--- config.mk ---
export PLATFORM = sky130hd
export DESIGN_NAME = opu_exec
export DESIGN_NICKNAME = d
export VERILOG_FILES = /design/src/rtl/opu_pkg.sv /design/src/rtl/opu_decode.sv /design/src/rtl/opu_regfile.sv /design/src/rtl/opu_alu.sv /design/src/rtl/opu_ccreg.sv /design/src/rtl/opu_exec.sv
export SDC_FILE = /design/constraint.sdc
export NUM_CORES = 1
export LEC_CHECK = 0
export ABC_CLOCK_PERIOD_IN_PS = 7630
export BUFFER_PORTS_ARGS = -buffer_cell sky130_fd_sc_hd__buf_2
export CAP_MARGIN = 20
export CORE_UTILIZATION = 25
export DETAILED_ROUTE_END_ITERATION = 6
export GPL_TIMING_DRIVEN = 0
export PLACE_DENSITY = 0.41
export SETUP_SLACK_MARGIN = 0.3
export SLEW_MARGIN = 25
export SYNTH_ARGS = -nofsm -noshare
export SYNTH_HDL_FRONTEND = slang
export SYNTH_SLANG_ARGS = --single-unit
--- constraint.sdc ---
create_clock -name clk -period 7.63 [get_ports clk]
set_clock_uncertainty 0.2 [all_clocks]
set_input_delay 1.1445 -clock clk [delete_from_list [all_inputs] [get_ports clk]]
set_output_delay 1.1445 -clock clk [all_outputs]
set_load 0.1 [all_outputs]
--- src/rtl/opu_pkg.sv ---
`timescale 1ns/1ps
package opu_pkg;
    localparam int XLEN    = 16;
    localparam int NREG    = 8;
    localparam int RIDX    = $clog2(NREG);
    localparam int IMMW    = 5;
    localparam int OPW     = 4;

    // instruction field positions
    localparam int OP_LSB   = XLEN - OPW;
    localparam int DST_LSB  = OP_LSB - RIDX;
    localparam int SR1_LSB  = DST_LSB - RIDX;
    localparam int MODE_BIT = IMMW;
    localparam int SR2_LSB  = 0;

    localparam logic [OPW-1:0] OPC_ADD = 4'b0001;
    localparam logic [OPW-1:0] OPC_AND = 4'b0101;
    localparam logic [OPW-1:0] OPC_NOT = 4'b1001;

    typedef enum logic [1:0] {
        FN_ADD = 2'd0,
        FN_AND = 2'd1,
        FN_NOT = 2'd2
    } alu_fn_e;

    typedef struct packed {
        logic n;
        logic z;
        logic p;
    } cc_t;

    localparam cc_t CC_RESET = '{n: 1'b0, z: 1'b1, p: 1'b0};

    typedef struct packed {
        logic             act;
        alu_fn_e          fn;
        logic [RIDX-1:0]  dst;
        logic [RIDX-1:0]  src1;
        logic [RIDX-1:0]  src2;
        logic             use_imm;
        logic [XLEN-1:0]  imm;
    } uop_t;

    function automatic logic [XLEN-1:0] sext_imm(input logic [IMMW-1:0] f);
        return {{(XLEN-IMMW){f[IMMW-1]}}, f};
    endfunction

    function automatic cc_t cc_classify(input logic [XLEN-1:0] v);
        cc_t c;
        c.n = v[XLEN-1];
        c.z = (v == '0);
        c.p = !v[XLEN-1] && (v != '0);
        return c;
    endfunction
endpackage

--- src/rtl/opu_decode.sv ---
`timescale 1ns/1ps
module opu_decode
    import opu_pkg::*;
(
    input  logic            valid,
    input  logic [XLEN-1:0] instr,
    output uop_t            uop
);
    always_comb begin
        uop.dst     = instr[DST_LSB +: RIDX];
        uop.src1    = instr[SR1_LSB +: RIDX];
        uop.src2    = instr[SR2_LSB +: RIDX];
        uop.use_imm = instr[MODE_BIT];
        uop.imm     = sext_imm(instr[IMMW-1:0]);
        uop.fn      = FN_ADD;
        uop.act     = 1'b0;
        case (instr[OP_LSB +: OPW])
            OPC_ADD: begin
                uop.fn  = FN_ADD;
                uop.act = valid;
            end
            OPC_AND: begin
                uop.fn  = FN_AND;
                uop.act = valid;
            end
            OPC_NOT: begin
                uop.fn      = FN_NOT;
                uop.act     = valid;
                uop.use_imm = 1'b0;
            end
            default: ;
        endcase
    end
endmodule

--- src/rtl/opu_regfile.sv ---
`timescale 1ns/1ps
module opu_regfile #(
    parameter int W = 16,
    parameter int N = 8
) (
    input  logic                 clk,
    input  logic                 rst,
    input  logic [$clog2(N)-1:0] rd_a_idx,
    input  logic [$clog2(N)-1:0] rd_b_idx,
    output logic [W-1:0]         rd_a,
    output logic [W-1:0]         rd_b,
    input  logic                 we,
    input  logic [$clog2(N)-1:0] wr_idx,
    input  logic [W-1:0]         wr_data
);
    localparam int IW = $clog2(N);

    logic [W-1:0] bank [N];

    for (genvar i = 0; i < N; i++) begin : g_reg
        logic [W-1:0] q;
        always_ff @(posedge clk) begin
            if (rst)
                q <= '0;
            else if (we && wr_idx == IW'(i))
                q <= wr_data;
        end
        assign bank[i] = q;
    end

    assign rd_a = bank[rd_a_idx];
    assign rd_b = bank[rd_b_idx];
endmodule

--- src/rtl/opu_alu.sv ---
`timescale 1ns/1ps
module opu_alu
    import opu_pkg::*;
(
    input  alu_fn_e         fn,
    input  logic [XLEN-1:0] a,
    input  logic [XLEN-1:0] b,
    output logic [XLEN-1:0] y
);
    always_comb begin
        case (fn)
            FN_ADD:  y = a + b;
            FN_AND:  y = a & b;
            FN_NOT:  y = ~a;
            default: y = a;
        endcase
    end
endmodule

--- src/rtl/opu_ccreg.sv ---
`timescale 1ns/1ps
module opu_ccreg
    import opu_pkg::*;
(
    input  logic            clk,
    input  logic            rst,
    input  logic            we,
    input  logic [XLEN-1:0] value,
    output cc_t             cc
);
    always_ff @(posedge clk) begin
        if (rst)
            cc <= CC_RESET;
        else if (we)
            cc <= cc_classify(value);
    end
endmodule

--- src/rtl/opu_exec.sv ---
`timescale 1ns/1ps
module opu_exec
    import opu_pkg::*;
(
    input  logic            clk,
    input  logic            rst,
    input  logic            instr_valid,
    input  logic [XLEN-1:0] instr,
    output logic            res_valid,
    output logic [RIDX-1:0] res_dst,
    output logic [XLEN-1:0] res_data,
    output logic            flag_n,
    output logic            flag_z,
    output logic            flag_p
);
    uop_t            uop;
    logic [XLEN-1:0] opa;
    logic [XLEN-1:0] opb_reg;
    logic [XLEN-1:0] opb;
    logic [XLEN-1:0] alu_y;
    cc_t             cc;

    opu_decode u_dec (
        .valid (instr_valid),
        .instr (instr),
        .uop   (uop)
    );

    opu_regfile #(.W(XLEN), .N(NREG)) u_rf (
        .clk      (clk),
        .rst      (rst),
        .rd_a_idx (uop.src1),
        .rd_b_idx (uop.src2),
        .rd_a     (opa),
        .rd_b     (opb_reg),
        .we       (uop.act),
        .wr_idx   (uop.dst),
        .wr_data  (alu_y)
    );

    assign opb = uop.use_imm ? uop.imm : opb_reg;

    opu_alu u_alu (
        .fn (uop.fn),
        .a  (opa),
        .b  (opb),
        .y  (alu_y)
    );

    opu_ccreg u_cc (
        .clk   (clk),
        .rst   (rst),
        .we    (uop.act),
        .value (alu_y),
        .cc    (cc)
    );

    assign res_valid = uop.act;
    assign res_dst   = uop.dst;
    assign res_data  = alu_y;
    assign flag_n    = cc.n;
    assign flag_z    = cc.z;
    assign flag_p    = cc.p;
endmodule

# [After elaboration in Yosys (flattened, before gate mapping)]
# Cells that the tools add are included.
# Widths: inputs -> output; s select.
[word_totals] regBits=131 wordCells=54
[classes] bitwise_logic=4 muxes=10 eq_ne=12 reduce_logical=14 n_addsub=1 order_cmp=2
[ops] cell="$bmux 16 s3" count=2
[ops] cell="$mux 16" count=5
[ops] cell="$pmux 16 s3" count=1
[ops] cell="$add 16x16->16" count=1
[ops] cell="$and 16x16->16" count=1
[ops] cell="$logic_not 16->1" count=1
[ops] cell="$not 16->16" count=1
[ops] cell="$reduce_bool 16->1" count=1
[ops] cell="$eq 3x3->1 const B" count=4
[ops] cell="$logic_and 1x1->1" count=9
[ops] cell="$pmux 3 s3" count=1
[ops] cell="$ge 4x4->1 const B" count=2
[ops] cell="$not 3->4" count=2
[ops] cell="$eq 3x2->1 const B" count=2
[ops] cell="$eq 4x1->1 const B" count=1
[ops] cell="$eq 4x3->1 const B" count=1
[ops] cell="$eq 4x4->1 const B" count=1
[ops] cell="$eq 3x1->1 const B" count=1
[ops] cell="$logic_not 3->1" count=1
[ops] cell="$eq 2x1->1 const B" count=1
[ops] cell="$eq 2x2->1 const B" count=1
[ops] cell="$logic_not 2->1" count=1
[ops] cell="$logic_not 1->1" count=1
[ops] cell="$mux 1" count=1

# [Longest topological paths before layout]
# Gate-level depths: netlist (run 1).
[logic_depth] ltp_word=9 ltp_mapped=20 depth_no_buf=17

# [Cells and area by module]
# A second synthesis (run 1) with hierarchy kept.
[hier_totals] cells_unflattened=944 area_unflattened_um2=8803.4
[by_module_without_submodules] module="opu_regfile" instances=1 cells_each=705 area_per_inst_um2=6896.6
[by_module_without_submodules] module="opu_alu" instances=1 cells_each=173 area_per_inst_um2=1270.0
[by_module_without_submodules] module="opu_exec" instances=1 cells_each=18 area_per_inst_um2=249.0
[by_module_without_submodules] module="opu_decode" instances=1 cells_each=30 area_per_inst_um2=235.2
[by_module_without_submodules] module="opu_ccreg" instances=1 cells_each=18 area_per_inst_um2=152.6

# [Worst setup path before layout (run 1)]
# No wires, ideal clock.
[synth_path] path_type="input-to-output" start="in instr[1]" end="out res_data[10]" n_path_buf=2 setup_slack_ns=0.267 path_stages=13 arrival_ns=6.018 path_cell_list="clkbuf_1 buf_1 mux4_2 a21oi_1 a21oi_1 ha_1 inv_1 fa_1 nand2b_1 a21oi_1 o311a_1 nand2b_1 o41ai_2"
[synth_via] elab_chain_cells=7
[synth_lines] item="start, declared" line_no="opu_exec.sv:8" text="input logic [XLEN-1:0] instr,"
[synth_lines] item="$not 3->4 (not written as such)" line_no="opu_regfile.sv:32" text="assign rd_b = bank[rd_b_idx];"
[synth_lines] item="$bmux 16 s3" line_no="opu_regfile.sv:32"
[synth_lines] item="$mux 16 (not written as such) (2 in a row)" line_no="opu_regfile.sv:32"
[synth_lines] item="$mux 16 (*)" line_no="opu_exec.sv:41" text="assign opb = uop.use_imm ? uop.imm : opb_reg;"
[synth_lines] item="$add 16x16->16 or $and 16x16->16 (tied branches)" line_no="opu_alu.sv:12, opu_alu.sv:13"
[synth_lines] item="$pmux 16 s3 (*)" line_no="opu_alu.sv:11" text="case (fn)"
[synth_lines] item="end, declared" line_no="opu_exec.sv:11" text="output logic [XLEN-1:0] res_data,"
# Every way passes the cells marked *; elsewhere a longest branch is shown, timed or not. The select of a mux whose other input is x is not followed.

# [Worst setup path after layout (run 1)]
[layout_path] start="in instr[1]" end="out res_data[14]"
# The elaborated chain is that of the path after synthesis.

==> results of run 1 <==
-- per-layer routing --
| layer | wire (µm) | GRT usage | up-vias | share of wire |
|---|---|---|---|---|
| met4 | 402 | 0.0485 | 0 | 0.013 |
| met1 | 15200 | 0.281 | 3593 | 0.47 |
| met3 | 1910 | 0.0370 | 22 | 0.060 |
| met5 | 0 | 0 | - | 0 |
| li1 | - | - | 3184 | - |
| met2 | 14600 | 0.311 | 206 | 0.45 |
-- state kept, by name, indices dropped and copies added (netlist names) --
register	count
u_rf.g.q	128
u_cc.cc	3
-- what timing repair did --
action	4_1_cts	5_1_grt
setup buffers	0	0
setup endpoints to repair	10	7
gates resized for setup	14	19
-- cells in the final DEF (no fill, tap or decap), types with 8 or more instances in the layout --
cell type	count
buf_4	16
nor2_1	150
dfxtp_1	131
ha_1	16
clkbuf_16	17
clkbuf_1	41
mux2_2	11
a211oi_1	108
a21oi_1	37
buf_2	41
nand2b_1	13
o21ai_0	11
mux4_2	58
mux2i_1	44
inv_1	28
nand2_1	21
clkbuf_2	8
nor3_1	10
-- Yosys cell counts (all sizes together), types with 7 or more instances --
master / instances
a21oi: 39
mux2i: 45
a21o: 7
mux4: 64
clkbuf: 51
o21ai: 12
nand3: 7
buf: 31
ha: 16
dfxtp: 131
nor3: 10
inv: 30
mux2: 11
nor2: 151
a211oi: 110
nand2: 22
nand2b: 13
-- worst max-delay path, delay by kind of cell --
| family | cells | cell delay [ns] |
|---|---|---|
| buffers and inverters | 6 | 1.76 |
| AOI/OAI and AO/OA | 6 | 1.55 |
| muxes | 2 | 0.70 |
| adders and majority gates | 1 | 0.37 |
| and+or+nand+nor | 1 | 0.17 |
-- power groups by stage --
stage	clock network (µW)	logic, µW	registers, µW
4_1_cts	816	350	697
6_report	808	350	697
3_3_place_gp	0	343	711
3_5_place_dp	0	347	712
2_1_floorplan	0	243	715
5_1_grt	851	369	697
-- through the flow --
step | hold slack, ns | total power (µW) | area [µm²] | std cells
after floorplan | 0.269 | 958 | 7980 | 819
after global placement | 0.281 | 1050 | 8650 | 1254
after detailed placement | 0.274 | 1060 | 8700 | 1257
after CTS | 0.293 | 1860 | 9300 | 1287
after global routing | 0.318 | 1920 | 9320 | 1287
final | 0.298 | 1860 | 9320 | 1287
-- area by class of cell --
| type | instances | area (µm²) | area share |
|---|---|---|---|
| clock inverters | 10 | 110 | 0.0118 |
| inverters | 30 | 113 | 0.0121 |
| well taps | 402 | 503 | 0.0540 |
| plain buffers | 82 | 440 | 0.0472 |
| clock buffers | 20 | 457 | 0.0490 |
| repair buffers | 36 | 196 | 0.0211 |
| flip-flops and latches | 131 | 2620 | 0.281 |
| multi-input cells | 576 | 4880 | 0.523 |
-- path summary, 6_finish.rpt --
kind	from	to	slack, ns	cells after the start
setup / recovery	instr[1]	res_data[14]	0.56	16
hold / removal	u_cc.cc[0]	u_cc.cc[0]	0.30	2
setup reg to reg	u_rf.g_reg[3].q[5]	u_cc.cc[0]	2.57	13
hold reg to reg	u_cc.cc[0]	u_cc.cc[0]	0.30	2
-- kinds of logic after synthesis --
kind of cell,share of synthesized area
buf+inv,0.0662
fa+ha+maj,0.0276
simple gates,0.123
mux,0.256
compound gates,0.195
xor+xnor,0.00330
flops,0.329
==> flow_metrics.env, run 1 <==
export IMPL_outcome="finished clean"
export IMPL_crit_required_ns=6.29
export IMPL_diodes=0
export IMPL_yosys_register_bits=131
export IMPL_start_kind="input pin"
export IMPL_syn_num_nets=855
export IMPL_area_delta_synth_final_pct=16.9
export IMPL_fp_coreArea_um2=31500
export IMPL_synth_main_ff_cell="dfxtp_1"
export IMPL_drt_iter0_markers=539
export IMPL_tightest_slew_ns=0.979
export IMPL_syn_cell_area_um2=7970
export IMPL_period_minus_slack_ns=7.07
export IMPL_final_setup_worst_slack_ns=0.560
export IMPL_grt_max_degree=17
export IMPL_power_density_nw_per_um2=199
export IMPL_postSynthCellCount=819
export IMPL_ys_warn_count=0
export IMPL_clkPwrFrac=0.436
export IMPL_cts_root_buf="clkbuf_16"
export IMPL_p_sw_frac=0.313
export IMPL_avgSynthCellArea_um2=9.73
export IMPL_ios=42
export IMPL_cp_slowest_stage_delay_ns=0.42
export IMPL_cap_viol_max_count=0
export IMPL_vdd_drop_max_uv=98.3
export IMPL_viasPerCell=5.44
export IMPL_h_tree_depth=4
export IMPL_cts_tree="done"
export IMPL_grt_pass1_wl_mm=47.0
export IMPL_crit_fanout=10
export IMPL_die_h_um=181
export IMPL_clock_latency_ns=0.43
export IMPL_drive_gt1_frac=0.219
export IMPL_fp_row_count=65
export IMPL_drt_wirelength_per_cell_um=24.9
export IMPL_vias=7005
export IMPL_place_ws_ns=-0.382
export IMPL_seq_power_share=0.376
export IMPL_grt_usage=0.199
export IMPL_netlist_area_leader_share=0.329
export IMPL_grt_pass1_vias=6822
export IMPL_crit_path_end_kind="output port"
export IMPL_power_leakage_uw=0.00331
export IMPL_die_area_um2=32600
export IMPL_synth_top_area_cell="dfxtp_1"
export IMPL_hold_violations=0
export IMPL_finalCritPeriodShare=0.927
export IMPL_max_freq_ghz=0.141
export IMPL_slew_headroom=0.348
export IMPL_max_clock_path_buffers=2
export IMPL_synth_edf_count=0
export IMPL_cp_data_arrival_time_ns=5.73
export IMPL_clock_sinks=131
export IMPL_ctsHoldBuffers=0
export IMPL_setup_tns_ns=0
export IMPL_critPathKind="in2out"
export IMPL_drcViolationCount=0
export IMPL_p_switching_uw=580
export IMPL_grt_overflow_total=0
export IMPL_synthDistinctLibCells=69
export IMPL_p_int_uw=1280
export IMPL_fin_nets=910
export IMPL_crit_chain="buf_1 -> buf_2 -> clkbuf_4 -> mux4_2 -> mux2i_1 -> a21oi_1 -> ha_1 -> o21ai_0 -> a21oi_1 -> o311a_1 -> o41ai_2 -> a41oi_1 -> and2_1 -> buf_4 -> inv_1 -> buf_4"
export IMPL_synth_area_top_cells="dfxtp_1, mux4_2, a211oi_1, nor2_1, mux2i_1"
export IMPL_cts_buffers=17
export IMPL_antenna_found_initial=0
export IMPL_die_x_um=181
export IMPL_rsz0062_at_grt="no"
export IMPL_drtPass1Iterations=5
export IMPL_min_path_type="reg2reg"
export IMPL_nFillCells=3332
export IMPL_numPortBuffers=33
export IMPL_place_hpwl_mm=22.2
export IMPL_postRouteWirelength_mm=32.1
export IMPL_place_gp_congestion=0.843
export IMPL_antenna_left=0
export IMPL_clk_pin_slew_ns=0.06
export IMPL_power_frac_comb=0.189
export IMPL_start_util=0.253
export IMPL_drv_slew=0
export IMPL_seq_area_frac_synth=0.329
export IMPL_slowest_stage="o41ai_2"
export IMPL_post_route_util=0.296
export IMPL_synthArstFlopShare=0
export IMPL_setup_violations=0
Power figures use the tool's default switching activity.
==> inputs of run 2 (changes only) <==
CORE_MARGIN = 5   (was not set)
GPL_TIMING_DRIVEN = not set   (was 0)
==> run 2 against run 1 <==
Net effect:
- register-to-register slack improved by 0.31 ns
- die area is 9.1% higher
- flip-flop and latch count stayed put
- design area is 0.82% lower
- combinational power down 4%
- largest power group unchanged
==> flow_metrics.env, run 2 (synthesis results as in run 1) <==
export IMPL_hold_violations=0
export IMPL_clock_sinks=131
export IMPL_top_register="u_rf.g.q"
export IMPL_cp_data_arrival_time_ns=5.36
export IMPL_vias=6477
export IMPL_ios=42
export IMPL_postCtsSetupRepairBufs=0
export IMPL_min_path_type="reg2reg"
export IMPL_tightest_slew_ns=0.748
export IMPL_setup_tns_ns=0
export IMPL_grt_pass1_vias=6505
export IMPL_crit_chain="buf_2 -> nand2b_1 -> or3_1 -> buf_4 -> nand2_1 -> a21oi_1 -> a21oi_1 -> ha_1 -> inv_1 -> fa_1 -> nand2b_1 -> a2111oi_0 -> a211oi_1 -> o31ai_1 -> a211oi_1 -> buf_4 -> inv_1 -> buf_2"
export IMPL_max_freq_ghz=0.149
export IMPL_vdd_drop_max_uv=150
export IMPL_post_route_util=0.293
export IMPL_mostFrequentLayoutCells="nor2_1, dfxtp_1, a211oi_1, mux4_2, mux2i_1"
export IMPL_outcome="finished clean"
export IMPL_slew_headroom=0.497
export IMPL_period_minus_slack_ns=6.71
export IMPL_die_area_um2=35600
export IMPL_die_x_um=189
export IMPL_power_leakage_uw=0.00328
export IMPL_numPortBuffers=41
export IMPL_viasPerCell=5.21
export IMPL_start_util=0.253
export IMPL_grt_max_degree=68
export IMPL_drcViolationCount=0
export IMPL_place_hpwl_mm=17.2
export IMPL_grt_pass1_wl_mm=40.5
export IMPL_postRouteWirelength_mm=25.8
export IMPL_cap_viol_max_count=0
export IMPL_finalCritPeriodShare=0.879
export IMPL_top_regs="u_rf.g.q x128, u_cc.cc x3"
export IMPL_h_tree_depth=4
export IMPL_area_delta_synth_final_pct=16.0
export IMPL_grt_usage=0.148
export IMPL_critPathKind="in2out"
export IMPL_crit_path_end_kind="output port"
export IMPL_cp_slowest_stage_delay_ns=0.57
export IMPL_setup_violations=0
export IMPL_power_density_nw_per_um2=205
export IMPL_die_h_um=189
export IMPL_largest_reg_flops=128
export IMPL_antenna_left=0
export IMPL_place_gp_congestion=0.831
export IMPL_drv_slew=0
export IMPL_crit_required_ns=6.29
export IMPL_clk_pin_slew_ns=0.06
export IMPL_whs_ns=0.282
export IMPL_antenna_found_initial=0
export IMPL_cts_root_buf="clkbuf_16"
export IMPL_drt_wirelength_per_cell_um=20.8
export IMPL_drt_iter0_markers=467
export IMPL_final_common_cell="nor2_1"
export IMPL_fin_nets=864
export IMPL_power_uw=1890
export IMPL_cts_tree="done"
export IMPL_nFillCells=3339
export IMPL_start_kind="input pin"
export IMPL_r2r_slack_ns=2.88
export IMPL_fp_coreArea_um2=31600
export IMPL_drtPass1Iterations=6
export IMPL_place_area_um2=8620
export IMPL_drive_gt1_frac=0.233
export IMPL_crit_fanout=16
export IMPL_slowest_stage="a2111oi_0"
export IMPL_grt_overflow_total=0
export IMPL_rsz0062_at_grt="no"
export IMPL_design_area_um2=9250
export IMPL_clock_latency_ns=0.42
export IMPL_fp_row_count=65
export IMPL_max_clock_path_buffers=2
export IMPL_cts_buffers=17
export IMPL_diodes=0
[run 2: metrics by stage]
step                      setup slack, ns  instances
final                               0.924       1242
after global routing                0.490       1242
after CTS                           0.706       1241
after detailed placement            0.720       1210
after global placement               1.04       1210
after floorplan                     0.955        819
[run 2: area by class of cell]
class,count,area [µm²],share of cell area
clock buffers,19,453,0.0490
flip-flops and latches,131,2620,0.284
clock inverters,12,156,0.0169
well taps,402,503,0.0544
inverters,30,113,0.0122
repair buffers,72,514,0.0556
multi-input cells,576,4880,0.528
[run 2: final timing paths]
check	endpoint	start	cells after the start
max	res_data[6]	instr[13]	18
min	u_cc.cc[0]	u_cc.cc[0]	2
max reg2reg	u_cc.cc[0]	u_rf.g_reg[7].q[3]	13
min reg2reg	u_cc.cc[0]	u_cc.cc[0]	2
[run 2: metal layers]
| metal | track usage | routed length [µm] |
|---|---|---|
| met1 | 0.210 | 12900 |
| met2 | 0.231 | 11700 |
| met3 | 0.0304 | 896 |
| met4 | 0.0353 | 345 |
| met5 | 0 | 0 |
[run 2: critical path, delay by kind of cell]
family | cells | cell delay, ns
buffers and inverters | 6 | 1.12
AO/OA/AOI/OAI | 6 | 1.32
AND/OR/NAND/NOR | 4 | 1.10
adder cells (fa/ha/maj) | 2 | 0.68
[run 2: what timing repair did]
item | 4_1_cts | 5_1_grt
endpoints found under the setup margin | 0 | 1
hold buffers | 0 | 0
endpoints found under the hold margin | 0 | 0
gates resized for setup | 0 | 1
[run 2: power by group]
| part | internal [µW] | leakage, µW | switching (µW) |
|---|---|---|---|
| registers | 691 | 0.00106 | 5.13 |
| logic | 94.7 | 0.00193 | 240 |
| clock network | 530 | 0.000287 | 333 |
==> inputs of run 3 (changes only) <==
CORE_ASPECT_RATIO = 0.6   (was not set)
CTS_CLUSTER_DIAMETER = 60   (was not set)
SYNTH_HIERARCHICAL = 1   (was not set)
==> run 3 against run 2 <==
Net effect:
- synthesized cell count rose by 15%
- cell count rose by 13%
- synthesized area rose by 10%
- sequential power fell by 0.9%
- non-clock buffer count rose by 2
- flip-flop and latch count did not move
- worst hold slack got worse by 0.017 ns
- highest routed layer unchanged
==> flow_metrics.env, run 3 <==
export IMPL_outcome="finished clean"
export IMPL_vdd_drop_max_uv=138
export IMPL_h_tree_depth=4
export IMPL_drv_slew=0
export IMPL_start_kind="input pin"
export IMPL_vias=7051
export IMPL_drt_wirelength_per_cell_um=21.8
export IMPL_area_delta_synth_final_pct=9.74
export IMPL_wl_met1_mm=16.6
export IMPL_crit_path_end_kind="output port"
export IMPL_synth_fa_ha_area_frac=0.0250
export IMPL_grt_usage=0.155
export IMPL_crit_required_ns=6.29
export IMPL_min_path_type="reg2reg"
export IMPL_r2r_cells=14
export IMPL_synthArstFlopShare=0
export IMPL_multi_input_area_um2=5320
export IMPL_grt_pass1_wl_mm=44.9
export IMPL_design_area_um2=9660
export IMPL_grt_pass1_vias=6448
export IMPL_top_regs="u_rf/g.q x128, u_cc/cc x3"
export IMPL_final_common_cell="nand2_1"
export IMPL_diodes=0
export IMPL_critPathKind="in2out"
export IMPL_regArea_um2=2620
export IMPL_synth_area_top_cells="dfxtp_1, mux4_1, nand2_1, a21oi_1, mux2_2"
export IMPL_syn_num_nets=980
export IMPL_numPortBuffers=41
export IMPL_crit_fanout=15
export IMPL_clock_sinks=131
export IMPL_place_area_um2=9030
export IMPL_die_x_um=252
export IMPL_tightest_slew_ns=1.02
export IMPL_drt_iter0_markers=694
export IMPL_synth_main_ff_cell="dfxtp_1"
export IMPL_maxUsedRoutingLayer="met4"
export IMPL_antenna_left=0
export IMPL_cts_buffers=17
export IMPL_ys_top_cells_by_count="nand2_1, a21oi_1, dfxtp_1"
export IMPL_fp_coreArea_um2=34900
export IMPL_synth_most_common_cell="nand2_1"
export IMPL_ys_warn_count=6
export IMPL_synth_mux_area_fraction=0.254
export IMPL_drive_gt1_frac=0.211
export IMPL_die_area_um2=39200
export IMPL_synth_top_area_cell="dfxtp_1"
export IMPL_wl_met2_mm=11.9
export IMPL_place_hpwl_mm=20.1
export IMPL_clock_latency_ns=0.43
export IMPL_postSynthCellCount=944
export IMPL_top_register="u_rf/g.q"
export IMPL_wl_met3_mm=1.72
export IMPL_synth_top_family_by_area="multiplexers"
export IMPL_nFillCells=3703
export IMPL_ios=42
export IMPL_seq_area_frac_synth=0.298
export IMPL_drtPass1Iterations=5
export IMPL_postCtsSetupRepairBufs=0
export IMPL_power_leakage_uw=0.00365
export IMPL_post_cts_resize_count=0
export IMPL_setup_violations=0
export IMPL_largest_reg_flops=128
export IMPL_cap_viol_max_count=0
export IMPL_yosys_register_bits=131
export IMPL_setup_tns_ns=0
export IMPL_netlist_area_leader_share=0.298
export IMPL_viasPerCell=5.04
export IMPL_avgSynthCellArea_um2=9.33
export IMPL_cts_tree="done"
export IMPL_whs_ns=0.265
export IMPL_grt_overflow_total=0
export IMPL_synthDistinctLibCells=68
export IMPL_fp_row_count=53
export IMPL_die_h_um=155
export IMPL_synth_simple_area_share=0.170
export IMPL_syn_cell_area_um2=8800
export IMPL_start_util=0.252
export IMPL_synth_compound_area_share=0.129
export IMPL_max_freq_ghz=0.153
export IMPL_drcViolationCount=0
export IMPL_grt_max_degree=83
export IMPL_clk_pin_slew_ns=0.06
export IMPL_postRouteWirelength_mm=30.5
export IMPL_cp_data_arrival_time_ns=5.19
export IMPL_mostFrequentLayoutCells="nand2_1, a21oi_1, dfxtp_1, mux4_1"
export IMPL_power_density_nw_per_um2=191
export IMPL_antenna_found_initial=0
export IMPL_synthXorXnorAreaFrac=0.0219
export IMPL_hold_violations=0
export IMPL_max_clock_path_buffers=2
export IMPL_power_uw=1850
export IMPL_slew_headroom=0.318
export IMPL_rsz0062_at_grt="no"
export IMPL_period_minus_slack_ns=6.54
export IMPL_fin_nets=957
export IMPL_synth_edf_count=0
export IMPL_place_gp_congestion=0.862
export IMPL_cts_root_buf="clkbuf_16"
export IMPL_finalCritPeriodShare=0.857
export IMPL_min_path_cells=2
export IMPL_ctsHoldBuffers=0
export IMPL_r2r_slack_ns=3.10
## run 3: cell types whose count changed after synthesis, sizes merged, moves of 6 or more
cell / change
nand2: +250
nor2: -134
a21oi: +112
a211oi: -102
buf: +47
mux2i: -41
mux2: +38
inv: -24
clkbuf: -13
xor2: +13
nand2b: -12
nor3: -8
xnor2: +6
## run 3: power breakdown
part	total [µW]	switching, µW	internal [µW]
sequential	690	2.46	687
combinational	257	186	71.7
clock	898	333	565
total	1850	521	1320
## run 3: stage by stage
| stage | instances | utilization | setup slack, ns |
|---|---|---|---|
| global route | 1400 | 0.277 | 0.901 |
| finish | 1400 | 0.277 | 1.09 |
| CTS | 1400 | 0.277 | 1.12 |
| global placement | 1369 | 0.259 | 1.11 |
| detailed placement | 1369 | 0.259 | 1.13 |
| floorplan | 944 | - | 0.776 |
## run 3: final timing paths
| kind | start | endpoint |
|---|---|---|
| worst max-delay path | instr[2] | res_data[11] |
| worst min-delay path | u_rf/g_reg[5].q[5] | u_rf/g_reg[5].q[5] |
| worst max register to register | u_rf/g_reg[6].q[3] | u_cc/cc[0] |
| worst min register to register | u_rf/g_reg[5].q[5] | u_rf/g_reg[5].q[5] |
## run 3: cells by family (layout without fill, tap and decap cells)
group | after synthesis | count (layout)
compound gates | 200 | 200
xor+xnor | 22 | 22
fa+ha+maj | 17 | 17
buf+inv | 122 | 111
flops | 131 | 131
mux | 117 | 117
simple gates | 335 | 335
## run 3: per-layer routing
metal,vias to the layer above,GRT usage
met5,-,0
met1,3523,0.252
met2,203,0.208
met4,0,0.0292
met3,15,0.0321
li1,3310,-
## run 3: area by class of cell
class / count / area share
Tap cell: 467 / 0.0605
Clock inverter: 11 / 0.0179
Clock buffer: 20 / 0.0473
Multi-Input combinational cell: 691 / 0.550
Inverter: 6 / 0.00233
Sequential cell: 131 / 0.271
Timing Repair Buffer: 74 / 0.0503
## run 3: critical path, stage by stage
cell and delay (ns):
buf_2 0.38, buf_4 0.36, mux4_1 0.59, mux2_2 0.27, mux2_4 0.27, ha_1 0.37
o21ai_0 0.28, a21oi_1 0.11, nor4_1 0.19, a2bb2oi_1 0.13, xnor2_1 0.15, a221oi_2 0.26
buf_4 0.22, buf_2 0.45
